===== src/rtl/dma_seq_pkg.sv =====
package dma_seq_pkg;

    localparam int LEN_W   = 13;
    localparam int BURST_W = 6;

    typedef enum logic [1:0] {
        SEL_SRC   = 2'd0,
        SEL_TRG   = 2'd1,
        SEL_CMD   = 2'd2,
        SEL_ALIGN = 2'd3
    } cfg_sel_e;

    typedef struct packed {
        logic             companion;
        logic             flyby_trg;
        logic             flyby_src;
        logic             flow_trg;
        logic             flow_src;
        logic             inc_trg;
        logic             inc_src;
        logic [1:0]       burst;
        logic [1:0]       width;
        logic [LEN_W-1:0] len;
    } cmd_t;

    localparam int CMD_W = $bits(cmd_t);

    typedef enum logic [1:0] {
        ST_IDLE = 2'd0,
        ST_GATE = 2'd1,
        ST_REQ  = 2'd2
    } st_e;

    function automatic logic [BURST_W-1:0] burst_bytes(input logic [1:0] code);
        case (code)
            2'b01:   return BURST_W'(8);
            2'b10:   return BURST_W'(16);
            2'b11:   return BURST_W'(32);
            default: return '0;
        endcase
    endfunction

endpackage


===== src/rtl/dma_cfg_regs.sv =====
module dma_cfg_regs
    import dma_seq_pkg::*;
#(
    parameter int ADDR_W = 32
) (
    input  logic              clk,
    input  logic              rst,
    input  logic              we,
    input  logic [1:0]        sel,
    input  logic [ADDR_W-1:0] wdata,
    input  logic              lock,
    output logic [ADDR_W-1:0] src_q,
    output logic [ADDR_W-1:0] trg_q,
    output cmd_t              cmd_q,
    output logic              align_q
);

    always_ff @(posedge clk) begin
        if (rst) begin
            src_q   <= '0;
            trg_q   <= '0;
            cmd_q   <= '0;
            align_q <= 1'b0;
        end else if (we && !lock) begin
            case (cfg_sel_e'(sel))
                SEL_SRC:   src_q   <= wdata;
                SEL_TRG:   trg_q   <= wdata;
                SEL_CMD:   cmd_q   <= cmd_t'(wdata[CMD_W-1:0]);
                SEL_ALIGN: align_q <= wdata[0];
                default:   ;
            endcase
        end
    end

    // registers hold while the channel runs
    a_r12_cfg_locked: assert property (@(posedge clk) disable iff (rst)
        lock |=> ($stable(src_q) && $stable(trg_q) && $stable(cmd_q) && $stable(align_q)));

endmodule


===== src/rtl/dma_cfg_check.sv =====
module dma_cfg_check
    import dma_seq_pkg::*;
(
    input  logic             flow_src,
    input  logic             flow_trg,
    input  logic             flyby_src,
    input  logic             flyby_trg,
    input  logic             companion,
    input  logic [1:0]       width,
    input  logic [1:0]       burst,
    input  logic [LEN_W-1:0] len,
    input  logic [2:0]       src_lo,
    input  logic [2:0]       trg_lo,
    output logic             bad
);

    logic mem_only;
    logic width_bad;
    logic flyby_bad;
    logic comp_bad;
    logic shape_bad;

    always_comb begin
        mem_only  = !flow_src && !flow_trg;
        width_bad = (width != 2'b00) && (mem_only || companion);
        flyby_bad = flyby_src || flyby_trg;
        comp_bad  = companion && ((src_lo != 3'd0) || (trg_lo != 3'd0));
        shape_bad = (burst == 2'b00) || (len == '0);
        bad       = width_bad || flyby_bad || comp_bad || shape_bad;
    end

endmodule


===== src/rtl/dma_addr_gen.sv =====
module dma_addr_gen
    import dma_seq_pkg::*;
#(
    parameter int ADDR_W = 32
) (
    input  logic              clk,
    input  logic              rst,
    input  logic              load,
    input  logic              adv,
    input  logic [ADDR_W-1:0] src_in,
    input  logic [ADDR_W-1:0] trg_in,
    input  logic [LEN_W-1:0]  len_in,
    input  logic [1:0]        burst,
    input  logic              inc_src,
    input  logic              inc_trg,
    input  logic              src_periph,
    input  logic              trg_periph,
    input  logic              align_en,
    output logic [ADDR_W-1:0] bus_src,
    output logic [ADDR_W-1:0] bus_trg,
    output logic [LEN_W-1:0]  step,
    output logic              last
);

    logic [ADDR_W-1:0] cur_src;
    logic [ADDR_W-1:0] cur_trg;
    logic [LEN_W-1:0]  rem;
    logic [LEN_W-1:0]  bb_ext;

    function automatic logic [ADDR_W-1:0] pin_low(input logic [ADDR_W-1:0] a,
                                                  input logic periph,
                                                  input logic al);
        logic [ADDR_W-1:0] mask;
        mask = al ? '0 : (periph ? ADDR_W'(3) : ADDR_W'(7));
        return a & ~mask;
    endfunction

    always_comb begin
        bb_ext  = LEN_W'(burst_bytes(burst));
        step    = (rem < bb_ext) ? rem : bb_ext;
        last    = (rem <= bb_ext);
        bus_src = pin_low(cur_src, src_periph, align_en);
        bus_trg = pin_low(cur_trg, trg_periph, align_en);
    end

    always_ff @(posedge clk) begin
        if (rst) begin
            cur_src <= '0;
            cur_trg <= '0;
            rem     <= '0;
        end else if (load) begin
            cur_src <= src_in;
            cur_trg <= trg_in;
            rem     <= len_in;
        end else if (adv) begin
            rem <= rem - step;
            if (inc_src) cur_src <= cur_src + ADDR_W'(step);
            if (inc_trg) cur_trg <= cur_trg + ADDR_W'(step);
        end
    end

    // a granted burst is never empty and never exceeds the burst size
    a_r2_step_bounded: assert property (@(posedge clk) disable iff (rst)
        adv |-> (step != '0 && step <= bb_ext));

    // the remaining length drops by exactly the burst count
    a_r2_rem_down: assert property (@(posedge clk) disable iff (rst)
        adv |=> (rem == $past(rem) - $past(step)));

    // without the increment bit the source address stays put
    a_r1_src_hold: assert property (@(posedge clk) disable iff (rst)
        (adv && !inc_src) |=> $stable(cur_src));

    // without the increment bit the target address stays put
    a_r1_trg_hold: assert property (@(posedge clk) disable iff (rst)
        (adv && !inc_trg) |=> $stable(cur_trg));

    // memory-side source address carries zero low bits unless aligned mode
    a_r3_mem_low_zero: assert property (@(posedge clk) disable iff (rst)
        (!align_en && !src_periph) |-> (bus_src[2:0] == 3'd0));

endmodule


===== src/rtl/dma_burst_seq.sv =====
module dma_burst_seq
    import dma_seq_pkg::*;
#(
    parameter int ADDR_W = 32
) (
    input  logic              clk,
    input  logic              rst,
    input  logic              cfg_we,
    input  logic [1:0]        cfg_sel,
    input  logic [ADDR_W-1:0] cfg_wdata,
    input  logic              start,
    input  logic              stop,
    input  logic              periph_req,
    output logic              bus_req,
    input  logic              bus_gnt,
    output logic [ADDR_W-1:0] bus_src_addr,
    output logic [ADDR_W-1:0] bus_trg_addr,
    output logic [LEN_W-1:0]  bus_len,
    output logic              running,
    output logic              done,
    output logic              end_flag,
    output logic              cfg_err
);

    st_e               state;
    logic              stop_pend;
    logic [ADDR_W-1:0] src_q;
    logic [ADDR_W-1:0] trg_q;
    cmd_t              cmd_q;
    logic              align_q;
    logic              cfg_bad;
    logic              need_flow;
    logic              gate_ok;
    logic              fire;
    logic              last;
    logic              load;

    assign running   = (state != ST_IDLE);
    assign bus_req   = (state == ST_REQ);
    assign fire      = bus_req && bus_gnt;
    assign need_flow = cmd_q.flow_src || cmd_q.flow_trg;
    assign gate_ok   = !need_flow || periph_req;
    assign load      = (state == ST_IDLE) && start && !cfg_bad;

    dma_cfg_regs #(.ADDR_W(ADDR_W)) regs_i (
        .clk     (clk),
        .rst     (rst),
        .we      (cfg_we),
        .sel     (cfg_sel),
        .wdata   (cfg_wdata),
        .lock    (running),
        .src_q   (src_q),
        .trg_q   (trg_q),
        .cmd_q   (cmd_q),
        .align_q (align_q)
    );

    dma_cfg_check check_i (
        .flow_src  (cmd_q.flow_src),
        .flow_trg  (cmd_q.flow_trg),
        .flyby_src (cmd_q.flyby_src),
        .flyby_trg (cmd_q.flyby_trg),
        .companion (cmd_q.companion),
        .width     (cmd_q.width),
        .burst     (cmd_q.burst),
        .len       (cmd_q.len),
        .src_lo    (src_q[2:0]),
        .trg_lo    (trg_q[2:0]),
        .bad       (cfg_bad)
    );

    dma_addr_gen #(.ADDR_W(ADDR_W)) addr_i (
        .clk        (clk),
        .rst        (rst),
        .load       (load),
        .adv        (fire),
        .src_in     (src_q),
        .trg_in     (trg_q),
        .len_in     (cmd_q.len),
        .burst      (cmd_q.burst),
        .inc_src    (cmd_q.inc_src),
        .inc_trg    (cmd_q.inc_trg),
        .src_periph (cmd_q.flow_src),
        .trg_periph (cmd_q.flow_trg),
        .align_en   (align_q),
        .bus_src    (bus_src_addr),
        .bus_trg    (bus_trg_addr),
        .step       (bus_len),
        .last       (last)
    );

    always_ff @(posedge clk) begin
        if (rst) begin
            state     <= ST_IDLE;
            stop_pend <= 1'b0;
            done      <= 1'b0;
            end_flag  <= 1'b0;
            cfg_err   <= 1'b0;
        end else begin
            done <= 1'b0;
            if (running && stop) stop_pend <= 1'b1;
            case (state)
                ST_IDLE: begin
                    stop_pend <= 1'b0;
                    if (start) begin
                        if (cfg_bad) begin
                            cfg_err <= 1'b1;
                        end else begin
                            cfg_err  <= 1'b0;
                            end_flag <= 1'b0;
                            state    <= ST_GATE;
                        end
                    end
                end
                ST_GATE: begin
                    if (stop_pend || stop) begin
                        state     <= ST_IDLE;
                        stop_pend <= 1'b0;
                    end else if (gate_ok) begin
                        state <= ST_REQ;
                    end
                end
                ST_REQ: begin
                    if (fire) begin
                        if (last) begin
                            state     <= ST_IDLE;
                            stop_pend <= 1'b0;
                            done      <= 1'b1;
                            end_flag  <= 1'b1;
                        end else begin
                            state <= ST_GATE;
                        end
                    end
                end
                default: state <= ST_IDLE;
            endcase
        end
    end

    // done is a single-cycle pulse
    a_r10_done_single: assert property (@(posedge clk) disable iff (rst)
        done |=> !done);

    // done coincides with the channel having stopped running
    a_r10_done_idle: assert property (@(posedge clk) disable iff (rst)
        done |-> (!running && end_flag));

    // no request while flow control waits on the peripheral
    a_r8_flow_gate: assert property (@(posedge clk) disable iff (rst)
        (state == ST_GATE && need_flow && !periph_req) |=> !bus_req);

    // an ungranted request is never withdrawn
    a_r11_req_holds: assert property (@(posedge clk) disable iff (rst)
        (bus_req && !bus_gnt) |=> bus_req);

    // a rejected start leaves the channel idle with the error raised
    a_r13_err_blocks: assert property (@(posedge clk) disable iff (rst)
        (state == ST_IDLE && start && cfg_bad) |=> (!running && cfg_err));

endmodule


===== config.mk =====
export PLATFORM = sky130hd
export DESIGN_NAME = dma_burst_seq
export DESIGN_NICKNAME = d
export VERILOG_FILES = /design/src/rtl/dma_seq_pkg.sv /design/src/rtl/dma_cfg_regs.sv /design/src/rtl/dma_cfg_check.sv /design/src/rtl/dma_addr_gen.sv /design/src/rtl/dma_burst_seq.sv
export SDC_FILE = /design/constraint.sdc
export NUM_CORES = 1
export LEC_CHECK = 0
export BUFFER_PORTS_ARGS = -buffer_cell sky130_fd_sc_hd__buf_4
export CORE_AREA = 3 3 136 138
export CTS_CLUSTER_SIZE = 20
export DETAILED_ROUTE_END_ITERATION = 8
export DIE_AREA = 0 0 139 141
export GPL_TIMING_DRIVEN = 0
export PLACE_DENSITY = 0.83
export SLEW_MARGIN = 10
export SYNTH_ARGS = -nofsm -noshare
export SYNTH_HDL_FRONTEND = slang
export SYNTH_SLANG_ARGS = --single-unit

===== constraint.sdc =====
create_clock -name clk -period 5.2 [get_ports clk]
set_clock_uncertainty 0.05 [all_clocks]
set_input_delay 1.04 -clock clk [delete_from_list [all_inputs] [get_ports clk]]
set_output_delay 1.04 -clock clk [all_outputs]
set_load 0.02 [all_outputs]

==> summary.md <==
| Metric | Value |
|---|---|
| Yosys cell types | `77` |
| Share of flip-flops with an asynchronous set or reset | `0%` |
| Most common cell after layout, fill and taps aside | `nand2_1` |
| Vias in the first global route | `just over 9,000` |
| DRT antenna net count | `0` |
| Cell chain of the critical path | `nand2b_1 > ha_1 > and2b_2 > o21ai_0 > and3_2 > buf_4 > o21ai_0 > ha_1 > a2111o_1 > a21oi_1 > nor4_1 > o31ai_2 > buf_2 > nor4_1 > a221oi_1 > a21oi_1` |
| Shortest period the worst path allows | `4.88 ns` |
| FILL cells | `between 1,500 and 2,000` |
| Io pins | `between 100 and 150` |
| Post-synth EDFFs | `0` |
| Post-Place Cells | `1,572` |
| Yosys warns | `0` |
| Cts bufs inserted | `17` |
| Nature of the critical path startpoint | `flop` |
| Clock power share | `47.9%` |
| Avg WL per Cell | `19.0 um` |
| Crit path required time | `5.45 ns` |
| Yosys reg bits | `between 150 and 200` |
| Rows | `48` |
| Hold Slack | `0.409 ns` |
| Switching pwr | `737 uW` |
| Most frequent cells in the layout | `259 x nand2_1, 182 x buf_4, 172 x dfxtp_1, 149 x a21oi_1, 72 x nor2_1` |
| All-layer global routing usage | `a little under a third` |
| Via count | `9,870` |
| Initial antenna violation count | `0` |
| WS Path Type | `flop to flop` |
| RSZ-0062 raised after global routing | `no` |
| Top_reg_cell synth | `dfxtp_1` |
| CP delay by family, top | `compound AO/OA/AOI/OAI gates` |
| Core box area | `0.0173 sq mm` |
| Final Worst Setup Slack | `0.319 ns` |
| Final worst path period share | `a little over nine tenths` |
| Layout Nets | `1,442` |
| Net Sw Frac | `around a quarter` |
| Seq pwr share | `44.4%` |
| Longest Clk Path Bufs | `2` |
| Die X | `around 140 um` |
| CTS clk-pin slew, worst paths | `around 0.070 ns` |
| CP endpoint kind | `flop` |
| Seq/Total Area, Yosys | `36.4%` |
| Setup violations, final | `0` |
| DRT Wirelength | `roughly 31 mm` |
| H-tree levels | `4` |
| Hold Vio Cnt, Final | `0` |
| Slowest stage delay, CP | `approximately 0.5 ns` |
| Synth-to-layout area growth | `20.1%` |
| Maximum vdd drop | `0.272 mV` |
| WP buf/inv | `2` |
| Initial DRC count | `about 1,100` |
| Critical Path AT | `5.13 ns` |
| Pwr per Cell Area | `272 mW/mm^2` |
| Global placement routability congestion | `0.939` |
| Max Clk Rate | `0.205 GHz` |
| Post-layout util | `65.6%` |
| Worst slew pin tran | `0.983 ns` |
| Max-cap violations | `0` |
| Final Slew Violations | `0` |
| Slew headroom | `33.8%` |
| CTS tree | `done` |
| Leak Pwr | `around 0.0045 uW` |
| DRT Pass-1 Iters | `5` |
| Clock latency on the worst-skew pair | `0.44 ns` |
| Dpl ws | `0.203 ns` |
| Share of layout cells above drive strength 1 | `about 18%` |
| Total gr overflow | `0` |
| Pint | `2350 uW` |
| Gate Count Post-Synth | `1,213` |
| Synthesized cell area | `0.00945 sq mm` |
| Full die area | `0.0196 sq mm` |
| Die Y-Extent | `between 100 and 150 um` |
| CTS Sinks | `172` |
| Starting Density | `a little over half` |
| Final Non-Filler Cells | `1,604` |
| Vias/cell | `6.15` |
| Outcome | `finished clean` |
| Hold Crit Class | `flop to flop` |
| TNS Setup | `0 ns` |
| Logic pwr share | `7.8%` |
| DRC Markers | `0` |
| ANT cells | `0` |
| Largest net degree at the start of global routing | `17` |
| Slowest cell on the critical path | `dfxtp_1` |
| Worst Path Max Fanout | `10` |
| Syn Area/Cell | `7.79 sq um` |
| CTS root buf | `clkbuf_16` |
| Dpl hpwl | `22.7 mm` |
| First-pass GRT wire length | `47.8 mm` |
| IO buf count | `114` |
| Number of setup buffers added after CTS | `0` |
flip-flops by register name, summed over array words and instances (netlist names):
signal,cells
cfg_err,1
regs_i.trg_q,32
regs_i.align_q,1
addr_i.rem,13
stop_pend,1
state,2
addr_i.cur_src,32
regs_i.cmd_q,24
regs_i.src_q,32
end_flag,1
addr_i.cur_trg,32
done,1
worst reg2reg max path, stage by stage (launching register included):
cell      delay, ns
dfxtp_1        0.49
nand2b_1       0.13
ha_1           0.30
and2b_2        0.19
o21ai_0        0.38
and3_2         0.28
buf_4          0.17
o21ai_0        0.38
ha_1           0.41
a2111o_1       0.39
a21oi_1        0.30
nor4_1         0.15
o31ai_2        0.45
buf_2          0.30
nor4_1         0.07
a221oi_1       0.21
a21oi_1        0.10
synth_stat cells (all sizes together), types with 12 or more instances:
master  count  area [sq um]
nand3      29           145
and2       12          75.1
o211ai     14           105
ha         33           413
nor2       72           270
dfxtp     172          3440
nor3       16          80.1
clkbuf     48           190
a21oi     149           746
buf        82           623
nand4      14          87.6
inv        23          86.3
xnor2      12           105
or4        19           146
nand2     259           972
a22oi      31           233
a31oi      33           221
a221oi     12           105
o21ai      37           189
worst paths after layout:
path	from	endpoint	slack, ns	depth (start not counted)
setup / recovery	regs_i.cmd_q[16]$_SDFFE_PP0P_	addr_i.cur_src[30]$_SDFFE_PP0P_	0.32	16
hold / removal	regs_i.trg_q[19]$_SDFFE_PP0P_	regs_i.trg_q[19]$_SDFFE_PP0P_	0.41	2
setup reg to reg	regs_i.cmd_q[16]$_SDFFE_PP0P_	addr_i.cur_src[30]$_SDFFE_PP0P_	0.32	16
hold reg to reg	regs_i.trg_q[19]$_SDFFE_PP0P_	regs_i.trg_q[19]$_SDFFE_PP0P_	0.41	2
layout make-up:
cell class	count	area, sq um	area share [%]
multi-input combinational	907	5170	45.6
tap	225	282	2.48
buffer	131	822	7.25
clock buffer	18	439	3.87
inverter	23	86.3	0.761
sequential	172	3440	30.4
clock inverter	14	240	2.12
timing repair buffer	114	856	7.54
routing by layer:
metal	share of wire (%)	track usage, %	wire length [um]
met4	4.7	14.9	1430
met3	10	6.31	3190
met2	44	46.8	13500
met5	0	0	0
met1	41	40.8	12400
metrics by stage:
step / total power (uW) / instance area [sq um]
floorplan: 1530 / 9520
global placement: 1620 / 10700
detailed placement: 1630 / 10700
CTS: 3070 / 11300
global route: 3150 / 11300
finish: 3080 / 11300
logic make-up after synthesis:
logic type / share of synthesized area, %
AOI/OAI and AO/OA: 23.1
other: 0.0795
muxes: 0.543
buffers and inverters: 9.61
adders and majority gates: 4.79
and+or+nand+nor: 23.3
DFF: 36.4
xor gates and xnor gates: 2.13
what timing repair did:
| action | 4_1_cts | 5_1_grt |
|---|---|---|
| hold buffers | 0 | 0 |
| resized for setup | 0 | 2 |
| setup endpoints to repair | 0 | 5 |
power groups by stage:
| stage | registers [uW] | logic [uW] | clock network (uW) |
|---|---|---|---|
| finish | 1370 | 240 | 1480 |
| global route | 1370 | 260 | 1520 |
| CTS | 1370 | 233 | 1470 |
| detailed placement | 1400 | 231 | 0 |
| global placement | 1400 | 227 | 0 |
| floorplan | 1390 | 141 | 0 |
No activity file was read; power rests on OpenSTA's default activity.
